<file path="src/rtl/povr_pkg.sv">
package povr_pkg;
    // Register window layout, relative to the unit's base address
    localparam int OFS_PTR   = 0;  // push a pointer; reads the last pushed value
    localparam int OFS_STATE = 1;  // valid bits of the pipeline slots
    localparam int OFS_SLOT0 = 2;  // first of DEPTH slot address registers
    localparam int NCTRL     = 2;  // registers ahead of the slot block
endpackage

</file>
<file path="src/rtl/povr_dec.sv">
module povr_dec #(
    parameter int             AW        = 16,
    parameter int             NREG      = 4,
    parameter logic [AW-1:0]  BASE_ADDR = '0,
    localparam int            OFW       = $clog2(NREG)
) (
    input  logic [AW-1:0]  addr,
    output logic           hit,
    output logic [OFW-1:0] off
);
    logic [AW-1:0] diff;

    always_comb begin
        diff = addr - BASE_ADDR;
        hit  = (addr >= BASE_ADDR) && (diff < AW'(NREG));
        off  = diff[OFW-1:0];
    end
endmodule

</file>
<file path="src/rtl/povr_pipe.sv">
module povr_pipe #(
    parameter int AW    = 16,
    parameter int DW    = 32,
    parameter int DEPTH = 2   // at least 2
) (
    input  logic                      clk,
    input  logic                      rst_n,
    input  logic                      push,
    input  logic [DW-1:0]             push_data,
    input  logic                      st_wr,
    input  logic [DEPTH-1:0]          st_val,
    input  logic [DEPTH-1:0]          sl_wr,
    input  logic [AW-1:0]             sl_val,
    output logic [DEPTH-1:0]          valid,
    output logic [DEPTH-1:0][AW-1:0]  slot_a,
    output logic [DW-1:0]             last
);
    typedef struct packed {
        logic [DEPTH-1:0]          v;
        logic [DEPTH-1:0][AW-1:0]  a;
        logic [DW-1:0]             last;
    } pipe_t;

    pipe_t q, d;
    logic  hold;

    always_comb begin
        d    = q;
        hold = st_wr || (|sl_wr);
        if (!hold) begin
            for (int i = 1; i < DEPTH; i++) begin
                d.v[i] = q.v[i-1];
                d.a[i] = q.a[i-1];
            end
            d.v[0] = push;
            d.a[0] = push ? push_data[AW-1:0] : '0;
        end
        if (st_wr) begin
            d.v = st_val;
        end
        for (int i = 0; i < DEPTH; i++) begin
            if (sl_wr[i]) begin
                d.a[i] = sl_val;
            end
        end
        if (push) begin
            d.last = push_data;
        end
    end

    always_ff @(posedge clk) begin
        if (!rst_n) begin
            q <= '0;
        end else begin
            q <= d;
        end
    end

    assign valid  = q.v;
    assign slot_a = q.a;
    assign last   = q.last;

    AST_PUSH_LANDS: assert property (@(posedge clk) disable iff (!rst_n)
        push |=> q.v[0]);
    AST_STATE_LOAD: assert property (@(posedge clk) disable iff (!rst_n)
        st_wr |=> q.v == $past(st_val));
    AST_SLOT_KEEPS_VALID: assert property (@(posedge clk) disable iff (!rst_n)
        (|sl_wr) |=> $stable(q.v));
    AST_SHIFT_ORDER: assert property (@(posedge clk) disable iff (!rst_n)
        !(st_wr || (|sl_wr)) |=> q.v[DEPTH-1:1] == $past(q.v[DEPTH-2:0]));
endmodule

</file>
<file path="src/rtl/povr_drive.sv">
module povr_drive #(
    parameter int AW = 16
) (
    input  logic          clk,
    input  logic          rst_n,
    input  logic          head_v,
    input  logic [AW-1:0] head_a,
    input  logic          user_mode,
    input  logic [AW-1:0] data_base,
    input  logic [AW-1:0] seq_left,
    output logic [AW-1:0] left_out,
    output logic          ovr_active
);
    logic [AW-1:0] rebased;

    always_comb begin
        rebased    = user_mode ? (head_a + data_base) : head_a;
        left_out   = head_v ? rebased : seq_left;
        ovr_active = head_v;
    end

    AST_SYS_NO_BASE: assert property (@(posedge clk) disable iff (!rst_n)
        (head_v && !user_mode) |-> left_out == head_a);
    AST_PASS_THROUGH: assert property (@(posedge clk) disable iff (!rst_n)
        !head_v |-> (left_out == seq_left) && !ovr_active);
endmodule

</file>
<file path="src/rtl/ptr_override_unit.sv">
module ptr_override_unit #(
    parameter int             AW        = 16,
    parameter int             DW        = 32,
    parameter int             DEPTH     = 2,
    parameter logic [AW-1:0]  BASE_ADDR = 16'hFF00
) (
    input  logic           clk,
    input  logic           rst_n,
    input  logic           user_mode,
    input  logic [AW-1:0]  data_base,
    input  logic [AW-1:0]  seq_left,
    input  logic           wr_en,
    input  logic [AW-1:0]  wr_addr,
    input  logic [DW-1:0]  wr_data,
    input  logic [AW-1:0]  rd_addr,
    output logic [DW-1:0]  rd_data,
    output logic [AW-1:0]  left_addr,
    output logic           ovr_active
);
    import povr_pkg::*;

    localparam int NREG = NCTRL + DEPTH;
    localparam int OFW  = $clog2(NREG);

    logic                      wr_hit, rd_hit;
    logic [OFW-1:0]            wr_off, rd_off;
    logic                      push, st_wr;
    logic [DEPTH-1:0]          sl_wr;
    logic [DEPTH-1:0]          valid;
    logic [DEPTH-1:0][AW-1:0]  slot_a;
    logic [DW-1:0]             last;

    povr_dec #(.AW(AW), .NREG(NREG), .BASE_ADDR(BASE_ADDR)) u_wr_dec (
        .addr(wr_addr), .hit(wr_hit), .off(wr_off)
    );
    povr_dec #(.AW(AW), .NREG(NREG), .BASE_ADDR(BASE_ADDR)) u_rd_dec (
        .addr(rd_addr), .hit(rd_hit), .off(rd_off)
    );

    assign push  = wr_en && wr_hit && (int'(wr_off) == OFS_PTR);
    assign st_wr = wr_en && wr_hit && (int'(wr_off) == OFS_STATE);

    for (genvar k = 0; k < DEPTH; k++) begin : g_slot_wr
        assign sl_wr[k] = wr_en && wr_hit && (int'(wr_off) == OFS_SLOT0 + k);
    end

    povr_pipe #(.AW(AW), .DW(DW), .DEPTH(DEPTH)) u_pipe (
        .clk(clk), .rst_n(rst_n),
        .push(push), .push_data(wr_data),
        .st_wr(st_wr), .st_val(wr_data[DEPTH-1:0]),
        .sl_wr(sl_wr), .sl_val(wr_data[AW-1:0]),
        .valid(valid), .slot_a(slot_a), .last(last)
    );

    povr_drive #(.AW(AW)) u_drive (
        .clk(clk), .rst_n(rst_n),
        .head_v(valid[DEPTH-1]), .head_a(slot_a[DEPTH-1]),
        .user_mode(user_mode), .data_base(data_base),
        .seq_left(seq_left), .left_out(left_addr), .ovr_active(ovr_active)
    );

    always_comb begin
        rd_data = '0;
        if (rd_hit) begin
            if (int'(rd_off) == OFS_PTR) begin
                rd_data = last;
            end else if (int'(rd_off) == OFS_STATE) begin
                rd_data = DW'(valid);
            end else begin
                for (int k = 0; k < DEPTH; k++) begin
                    if (int'(rd_off) == OFS_SLOT0 + k) begin
                        rd_data = DW'(slot_a[k]);
                    end
                end
            end
        end
    end

    AST_READ_OUTSIDE_ZERO: assert property (@(posedge clk) disable iff (!rst_n)
        !rd_hit |-> rd_data == '0);
    AST_OVERRIDE_HAS_SOURCE: assert property (@(posedge clk) disable iff (!rst_n)
        ovr_active |-> $past(push || st_wr || (|valid)));
endmodule

</file>
<file path="config.mk">
export PLATFORM = sky130hd
export DESIGN_NAME = ptr_override_unit
export DESIGN_NICKNAME = d
export VERILOG_FILES = /design/src/rtl/povr_pkg.sv /design/src/rtl/povr_dec.sv /design/src/rtl/povr_pipe.sv /design/src/rtl/povr_drive.sv /design/src/rtl/ptr_override_unit.sv
export SDC_FILE = /design/constraint.sdc
export NUM_CORES = 1
export LEC_CHECK = 0
export CORE_ASPECT_RATIO = 1.2
export CORE_MARGIN = 3
export CORE_UTILIZATION = 46
export CTS_CLUSTER_DIAMETER = 120
export CTS_CLUSTER_SIZE = 8
export DETAILED_ROUTE_END_ITERATION = 16
export GPL_ROUTABILITY_DRIVEN = 1
export PLACE_DENSITY = 0.81
export SETUP_SLACK_MARGIN = 0.15
export SYNTH_ARGS = -nofsm -noshare
export SYNTH_HDL_FRONTEND = slang
export SYNTH_SLANG_ARGS = --single-unit
</file>
<file path="constraint.sdc">
create_clock -name clk -period 5.2 [get_ports clk]
set_input_delay 1.56 -clock clk [delete_from_list [all_inputs] [get_ports clk]]
set_output_delay 1.56 -clock clk [all_outputs]
set_load 0.02 [all_outputs]
</file>
* Yosys cells after proc, flatten, opt, wreduce, memory -nomap -nowiden
Index checks and enable logic that the tools add are counted.
** Storage, ports and cells
- Bits in registers :: 66
** Operators by class
- $add $sub $neg :: 3
- Order comparisons :: 4
- Reductions and logical operators :: 11
- Equal/unequal tests :: 9
- Multiplexer cells :: 12
** Operators with widths (number)
- $mux W32 :: 4
- $mux W16 :: 6
- $mux W34 :: 1
- $ge A16 B16 Y1 const B :: 2
- $lt A16 B3 Y1 const B :: 2
- $sub A16 B16 Y16 const B :: 2
- $add A16 B16 Y16 :: 1
- $eq A2 B2 Y1 const B :: 4
- $logic_and A1 B1 Y1 :: 7
- $eq A2 B1 Y1 const B :: 2
- $logic_not A2 Y1 :: 2
- $ne A2 B2 Y1 const B :: 2
- $mux W2 :: 1
- $ne A2 B1 Y1 const B :: 1
- $reduce_or A2 Y1 :: 1
- $logic_or A1 B1 Y1 :: 1

* Logic depth before layout (Yosys ltp)
Gate-level depths: netlist (run 1).
- Depth in word-level cells :: 9
- Depth in mapped cells :: 9
- Depth with buffers taken out :: 9

* Modules after synthesis
Synthesis (run 1) repeated with hierarchy kept, for this count alone.
** Unflattened totals
- Cell total of the unflattened synthesis :: 536
- Area, all modules :: 4558.1 µm²
** Modules (own cells, without submodules)
- povr_pipe :: cells an instance 276, times used 1, sequential area each 1321.3 µm², area an instance 2797.7 µm²
- povr_drive :: cells an instance 156, times used 1, sequential area each 0.0 µm², area an instance 1013.5 µm²
- ptr_override_unit :: cells an instance 90, times used 1, sequential area each 0.0 µm², area an instance 634.4 µm²
- povr_dec :: cells an instance 7, times used 2, sequential area each 0.0 µm², area an instance 56.3 µm²

* Worst setup path after synthesis (run 1)
OpenSTA, ideal clock, no wires.
- Path type :: input to output
- Start :: in data_base[1]
- End :: out left_addr[15]
- Data arrival time :: 3595 ps
- Setup slack :: 45 ps
- Path buffers :: 0
- Stages :: 7
- Required time :: 3640 ps
- Cells stage by stage :: ha_1 > a211oi_1 > o21bai_1 > a2111oi_4 > o21bai_1 > o2111ai_1 > or3b_1
** Between the ends
- Longest elaborated chain between the ends :: 3
** RTL lines
- start, declared :: line ptr_override_unit.sv:10 : input logic [AW-1:0] data_base,
- $add A16 B16 Y16 :: line povr_drive.sv:17 : rebased = user_mode ? (head_a + data_base) : head_a;
- $mux W16 :: line povr_drive.sv:17
- $mux W16 :: line povr_drive.sv:18 : left_out = head_v ? rebased : seq_left;
- end, declared :: line ptr_override_unit.sv:17 : output logic [AW-1:0] left_addr,
No other way between the ends.

* Worst setup path after layout (run 1)
- Start :: in data_base[12]
- End :: out left_addr[15]
Same word-level chain as after synthesis.

==> impl_summary.txt, run 1 <==
----------------------------------------------------
[Floorplan]
  Area inside the core boundary ... 9130 um^2
  Die outline height ... approximately 110 um
  Effective utilization at floorplan ... 0.475
  Die footprint ... about 11,000 um^2
  Rows ... 38
  Number of ports placed on the die boundary ... roughly 150
  Floorplan die width ... 94.6 um

[Setup path]
  Worst path max stage delay ... about 0.4 ns
  CP Launch Type ... primary input
  Critical-path cell with the highest stage delay ... sky130_fd_sc_hd__or3b_4
  Arrival time at the worst endpoint ... between 3 and 4 ns
  Worst path bufs/invs ... 2
  CP Capture Type ... output pin
  Flop2flop setup slack ... ~4.0 ns
  Logic depth of the worst register-to-register path ... 5
  Highest net fanout along the worst path ... 2
  R2r endpoint ... u_pipe.valid[1]$_SDFFE_PN0P_
  Cell class contributing the biggest share of worst-path delay ... simple AND/OR/NAND/NOR gates
  Required @ worst endpoint ... around 3.6 ns
  Worst flop-to-flop path startpoint ... u_pipe.valid[1]$_SDFFE_PN0P_
  CP Cell Sequence ... dlygate4sd2_1 > ha_4 > a211o_1 > a21o_1 > or2_2 > o2111ai_1 > or3b_4 > buf_6
  Crit. Startpoint ... data_base[12]
  Start-to-end type of the worst setup path ... primary input to output pin

[Finish]
  Antenna diode count ... 0
  Count of nets after finishing ... 821
  Share of cells above drive strength 1 ... 0.210
  P&R area growth vs syn ... 56.1%
  Final instance count without filler cells ... 830

[Pwr]
  Worst IR drop on VDD ... 181 uV
  Total power per unit cell area ... between 150 and 200 nW/um^2
  Leakage ... 3.00 nW

[Place]
  DP Worst Slack ... -0.978 ns
  Inst Count DP ... about 800
  Half-perimeter wire length after placement ... ~9800 um
  Number of port buffers ... about 150
  GP Congestion ... 0.924

[Global routing]
  Total grt overflow ... 0
  Number of global-route vias before repair ... roughly 4.7k
  Initial antenna violation count ... 0
  Largest net degree at the start of global routing ... 35
  Wire length of the first global-routing pass ... between 20,000 and 25,000 um
  Global routing usage summed across all routing layers ... 0.252

[Clock network]
  Clock latency on the worst-skew pair ... around 0.33 ns
  Clk root buf ... sky130_fd_sc_hd__clkbuf_8
  Clock buffer count from CTS ... 9
  TritonCTS clock tree ... yes
  Htree depth ... 3
  Longest Clk Path Bufs ... 2
  Clock sink total ... between 60 and 70
  Clock transition at the register clock pins on the worst setup and hold paths after CTS ... around 0.06 ns
  CTS Hold Bufs ... 0

[STA]
  Max Clock Skew ... just over 0.005 ns
  Normalized max-slew margin ... 0.292
  Slack of the critical path ... between 0.015 and 0.02 ns
  RSZ-0062 raised after global routing ... yes
  Final count of hold timing violations ... 0
  Final setup violating endpoints ... 0
  Tightest Pin Transition ... 1.06 ns
  Post-route clock period utilization ... 0.996
  Fmax achieved ... a little under 0.2 GHz
  Post-layout minimum cycle time ... around 5.2 ns
  Final-report max-slew violation count ... 0
  Hold WS ... 0.458 ns

[Min path]
  Start point of the worst hold path ... u_pipe.last[15]$_SDFFE_PN0N_
  WHS Path Cells ... 2
  Worst hold-check path type ... flop to flop
  Endpoint, Worst Hold ... u_pipe.last[15]$_SDFFE_PN0N_

[Route]
  Per-cell routed wire length ... between 15 and 20 um
  Antenna violation net count after detailed routing ... 0
  Via total after detailed routing ... about 4.6k
  DR vias/cell ... around 5.6
  Router iterations before antenna repair ... 4
  Routed wire length ... 13,800 um
  DR iter-0 viols ... 334
  Drt drc ... 0

[Yosys]
  Synthesized netlist cell count ... between 500 and 600
  Mapped Area ... 4340 um^2
  Share of synthesized flip-flops with an asynchronous set or reset ... 0
  Yosys reg bits ... 66
  Count of flip-flops with a built-in enable after synthesis ... 0
  Post-Synthesis Net Count ... about 650
  Synthesized area per cell ... around 8.2 um^2
  Synth cell types ... about 60
  Primary flip-flop cell chosen by synthesis mapping ... sky130_fd_sc_hd__dfxtp_1
  Number of synthesis warnings ... 0
  Register area share after synthesis ... 0.305

[Job]
  Maxcap violations ... 0

[Run status]
  Outcome ... completed

----------------------------------------------------
==> power by group <==
group	internal, mW	total [mW]	switching, mW
logic	0.116	0.196	0.0800
registers	0.505	0.505	0.00000692
clock network	0.282	0.468	0.186
total	0.903	1.17	0.266
==> synth_stat cells, types with 14 or more instances <==
library cell               count  area [um^2]
sky130_fd_sc_hd__a21boi_0     24          180
sky130_fd_sc_hd__a21oi_1      22          110
sky130_fd_sc_hd__a22oi_1      14          105
sky130_fd_sc_hd__and2_1       16          100
sky130_fd_sc_hd__clkbuf_1     28          105
sky130_fd_sc_hd__dfxtp_1      66         1320
sky130_fd_sc_hd__ha_1         15          188
sky130_fd_sc_hd__mux2_2       15          169
sky130_fd_sc_hd__mux2i_1      37          370
sky130_fd_sc_hd__nand2_1      95          357
sky130_fd_sc_hd__nor2_1       53          199
sky130_fd_sc_hd__o211a_1      17          170
==> stage by stage <==
step / util / power (mW) / TNS, ns / area (um^2)
after floorplan: - / 0.584 / 0 / 4350
after global placement: 0.671 / 0.695 / -7.98 / 6120
after detailed placement: 0.671 / 0.698 / -8.76 / 6120
after CTS: 0.723 / 1.17 / 0 / 6600
after global routing: 0.741 / 1.22 / -0.0618 / 6770
final: 0.741 / 1.17 / 0 / 6770
==> how the worst max path moves through the flow <==
stage	to	cells after the start
floorplan	left_addr[12]	9
global placement	left_addr[15]	9
detailed placement	left_addr[15]	9
CTS	left_addr[6]	13
global route	left_addr[8]	12
finish	left_addr[15]	8
==> area by class of cell <==
| class | instances | area (um^2) |
|---|---|---|
| Multi-Input combinational cell | 421 | 3160 |
| Fill cell | 694 | 2360 |
| Timing Repair Buffer | 200 | 1890 |
| Sequential cell | 66 | 1320 |
| Tap cell | 120 | 150 |
| Clock buffer | 11 | 141 |
| Clock inverter | 5 | 77.6 |
| Inverter | 7 | 26.3 |
==> worst reg2reg max path, stage by stage, from the launching register on <==
cell	delay, ns
sky130_fd_sc_hd__dfxtp_1	0.33
sky130_fd_sc_hd__buf_4	0.34
sky130_fd_sc_hd__nor2b_1	0.09
sky130_fd_sc_hd__o21ai_0	0.18
sky130_fd_sc_hd__nand2_1	0.07
sky130_fd_sc_hd__a21oi_1	0.14
==> per-layer routing <==
layer / vias to the layer above / global-route usage / part of all wire
li1: 2246 / - / -
met1: 2205 / 0.298 / 0.42
met2: 160 / 0.443 / 0.50
met3: 26 / 0.0536 / 0.058
met4: 0 / 0.0866 / 0.022
met5: - / 0 / 0
==> cell families (layout without fill, tap and decap cells) <==
family,after synthesis,count (layout),share of synthesized area
adders and majority gates,16,16,0.0479
and+or+nand+nor,215,215,0.231
DFF,66,66,0.305
muxes,54,54,0.135
AOI/OAI and AO/OA,134,134,0.233
buffers and inverters,43,223,0.0436
xor gates and xnor gates,2,2,0.00404
==> timing repair <==
action                     CTS  global route
pin swaps                   34            22
gates cloned                 0             0
resized for setup          137            34
setup endpoints to repair   31            21
buffers inserted             9             4
==> placed cells by master, fill, tap and decap left out, drive strengths merged, types with 9 or more instances in the layout <==
| master | synthesis | routed |
|---|---|---|
| nand2 | 95 | 95 |
| o211a | 17 | 17 |
| dlygate4sd2 | 0 | 24 |
| dlymetal6s2s | 0 | 12 |
| mux2 | 15 | 15 |
| clkbuf | 28 | 11 |
| and2 | 17 | 17 |
| nor2 | 53 | 53 |
| ha | 15 | 15 |
| and3 | 9 | 9 |
| buf | 8 | 66 |
| dfxtp | 66 | 66 |
| a21boi | 32 | 32 |
| mux2i | 37 | 37 |
| a21oi | 22 | 22 |
| clkdlybuf4s50 | 0 | 96 |
| a22oi | 14 | 14 |
==> sequential cells by signal, indices dropped and copies added, names as in the netlist <==
name           count
u_pipe.slot_a     32
u_pipe.valid       2
u_pipe.last       32
Note: power is estimated with default switching activity, not from simulation.
==> inputs of run 2 (changes only) <==
CAP_MARGIN = 10   (was default)
==> results of run 2 <==
Final layout, timing and power as in run 1 (identical DEF).
==> inputs of run 3 (changes only) <==
CORE_UTILIZATION = 45   (was 46)
PLACE_DENSITY = 0.8   (was 0.81)
==> impl_summary.txt, run 3 (synthesized netlist as in run 1, its figures left out) <==
----------------------------------------------------
[Pwr]
  Reported net switching power ... 277 uW (+4.1%)
  Overall power after layout ... 1.13 mW (-3.0%)
  Comb power frac ... 0.174 (+0.006)
  Worst IR drop on VDD ... 199 uV (+9.7%)
  Total power per unit cell area ... 167 nW/um^2 (-3.4%)
  Internal power component ... 857 uW (-5.1%)
  Fraction of power spent switching nets ... 0.244 (+0.0166)
  Part of the total power dissipated in sequential elements ... 0.445 (+0.013)
  Share of power burned in the clock network ... 0.381 (-0.019)
  Leakage ... 3.10 nW (+3.4%)

[STA]
  Final count of hold timing violations ... 0 (unchanged)
  Slack of the critical path ... -0.0349 ns (-0.0540 ns)
  Normalized max-slew margin ... 0.540 (+0.248)
  Fmax achieved ... 0.191 GHz (-1.0%)
  Post-layout minimum cycle time ... 5.23 ns (+0.0540 ns)
  Max Clock Skew ... 0.00407 ns (-0.00108 ns)
  Hold WS ... 0.457 ns (-0.00142 ns)
  Tightest Pin Transition ... 0.689 ns (-0.371 ns)
  RSZ-0062 raised after global routing ... yes
  Final-report max-slew violation count ... 0 (unchanged)
  Setup TNS ... -0.0349 ns (-0.0349 ns)
  Post-route clock period utilization ... 1.01 (+0.0104)
  Final setup violating endpoints ... 1 (+1)

[Global routing]
  Number of global-route vias before repair ... 4,836 (+3.3%)
  Wire length of the first global-routing pass ... 23,000 um (+5.2%)
  Busiest grt layer ... met2
  Met1 track demand over resource in global routing ... 0.294 (-0.00335)
  Met2 usage in global routing ... 0.494 (+0.0509)
  Global routing usage summed across all routing layers ... 0.265 (+0.0137)
  Total grt overflow ... 0 (unchanged)
  Largest net degree at the start of global routing ... 51 (+46%)
  Initial antenna violation count ... 0 (unchanged)
  Met3 capacity usage during global routing ... 0.0561 (+0.00245)

[Floorplan]
  Area inside the core boundary ... 9220 um^2 (+1.0%)
  Floorplan die width ... 95.6 um (+1.0%)
  Die outline height ... 114 um (+1.0%)
  Effective utilization at floorplan ... 0.470 (-0.00490)
  Number of ports placed on the die boundary ... 149 (unchanged)
  Die footprint ... 10,900 um^2 (+2.1%)
  Rows ... 38 (unchanged)

[Run status]
  Violations in the final reports ... setup timing
  Outcome ... finished, violations left

[Clock network]
  TritonCTS clock tree ... yes
  Clock transition at the register clock pins on the worst setup and hold paths after CTS ... 0.07 ns (about the same)
  Clock latency on the worst-skew pair ... 0.33 ns (about the same)
  Clock buffer count from CTS ... 9 (unchanged)
  Clk root buf ... sky130_fd_sc_hd__clkbuf_8
  Longest Clk Path Bufs ... 2 (unchanged)
  Clock sink total ... 66 (unchanged)
  Htree depth ... 3 (unchanged)
  CTS Hold Bufs ... 0 (unchanged)

[Place]
  Number of port buffers ... 148 (unchanged)
  Inst Count DP ... 808 (+0.87%)
  DP Worst Slack ... -0.915 ns (+0.0629 ns)
  Half-perimeter wire length after placement ... 10,100 um (+3.5%)
  Dpl cell area ... 6170 um^2 (+0.86%)
  GP Congestion ... 0.905 (-2.1%)

[Setup path]
  CP Launch Type ... primary input
  Start-to-end type of the worst setup path ... primary input to output pin
  Arrival time at the worst endpoint ... 3.67 ns (+0.05 ns)
  CP Capture Type ... output pin
  Required @ worst endpoint ... 3.64 ns (about the same)
  Highest net fanout along the worst path ... 3 (+1)

[Finish]
  P&R area growth vs syn ... 56.8%
  Final design utilization ... 0.737 (-0.00439)
  Most common library cell in the layout ignoring fill and taps ... sky130_fd_sc_hd__nand2_1
  Non-Filler Cell Area, Final ... 6800 um^2 (+0.44%)
  Number of filler instances in the final layout ... 685 (-1.3%)
  Highest-count cells in the layout ignoring fill and taps ... 95 x sky130_fd_sc_hd__nand2_1, 92 x sky130_fd_sc_hd__clkdlybuf4s50_1, 66 x sky130_fd_sc_hd__dfxtp_1
  Final instance count without filler cells ... 840 (+1.2%)
  Share of cells above drive strength 1 ... 0.224 (+0.0138)
  Antenna diode count ... 0 (unchanged)
  Count of nets after finishing ... 831 (+1.2%)

[Job]
  Maxcap violations ... 0 (unchanged)

[Route]
  Drt drc ... 0 (unchanged)
  Per-cell routed wire length ... 17.4 um (+4.3%)
  Via total after detailed routing ... 4,735 (+2.1%)
  Antenna violation net count after detailed routing ... 0 (unchanged)
  Routed wire length ... 14,600 um (+5.6%)
  DR iter-0 viols ... 349 (+4.5%)
  Router iterations before antenna repair ... 5 (+1)
  DR vias/cell ... 5.64 (+0.90%)

[Min path]
  Worst hold-check path type ... flop to flop

----------------------------------------------------
[run 3: changes by cell type in the layout (fill, tap and decap cells not counted), sizes merged]
cell,delta
buf,+13
clkdlybuf4s50,-4
clkdlybuf4s15,-2
dlymetal6s2s,+2
bufinv,-1
clkbuf,+1
clkinv,+1
dlygate4sd2,-1
inv,+1
[run 3: layout make-up]
type / instances / area [um^2] / share of cell area
clock buffers: 10 / 138 / 0.0202
repair buffers: 210 / 1950 / 0.287
clock inverters: 6 / 65.1 / 0.00957
flip-flops and latches: 66 / 1320 / 0.194
well taps: 120 / 150 / 0.0221
inverters: 7 / 26.3 / 0.00387
multi-input cells: 421 / 3150 / 0.463
[run 3: path summary, 6_finish.rpt]
path                                start  slack, ns  cells after the start                            to
min reg2reg  u_pipe.last[15]$_SDFFE_PN0N_       0.46                      2  u_pipe.last[15]$_SDFFE_PN0N_
max                          data_base[1]      -0.03                     10                 left_addr[15]
min          u_pipe.last[15]$_SDFFE_PN0N_       0.46                      2  u_pipe.last[15]$_SDFFE_PN0N_
max reg2reg  u_pipe.valid[1]$_SDFFE_PN0P_       3.97                      5  u_pipe.valid[1]$_SDFFE_PN0P_
[run 3: layer usage]
layer	wire (um)	up-vias
met5	0	-
met4	318	0
met3	882	32
met2	7720	188
met1	5650	2248
li1	-	2267
[run 3: power by group through the flow]
| stage | Clock, mW | Sequential (mW) | Combinational, mW |
|---|---|---|---|
| floorplan | 0 | 0.517 | 0.0672 |
| global placement | 0 | 0.517 | 0.181 |
| detailed placement | 0 | 0.517 | 0.184 |
| CTS | 0.440 | 0.505 | 0.190 |
| global route | 0.463 | 0.505 | 0.210 |
| finish | 0.432 | 0.505 | 0.197 |
[run 3: critical path, stage by stage]
cell	delay (ns)
sky130_fd_sc_hd__buf_8	0.10
sky130_fd_sc_hd__ha_4	0.22
sky130_fd_sc_hd__a211oi_4	0.30
sky130_fd_sc_hd__o21bai_4	0.10
sky130_fd_sc_hd__a2111oi_4	0.46
sky130_fd_sc_hd__buf_4	0.18
sky130_fd_sc_hd__o21ba_4	0.15
sky130_fd_sc_hd__nor2_1	0.05
sky130_fd_sc_hd__or3b_4	0.40
sky130_fd_sc_hd__buf_6	0.14
[run 3: repair_timing]
action	4_1_cts	5_1_grt
pin swaps	40	16
setup endpoints to repair	31	24
hold endpoints to repair	0	0
gates cloned	0	0
resized for setup	150	38
buffers inserted	11	5
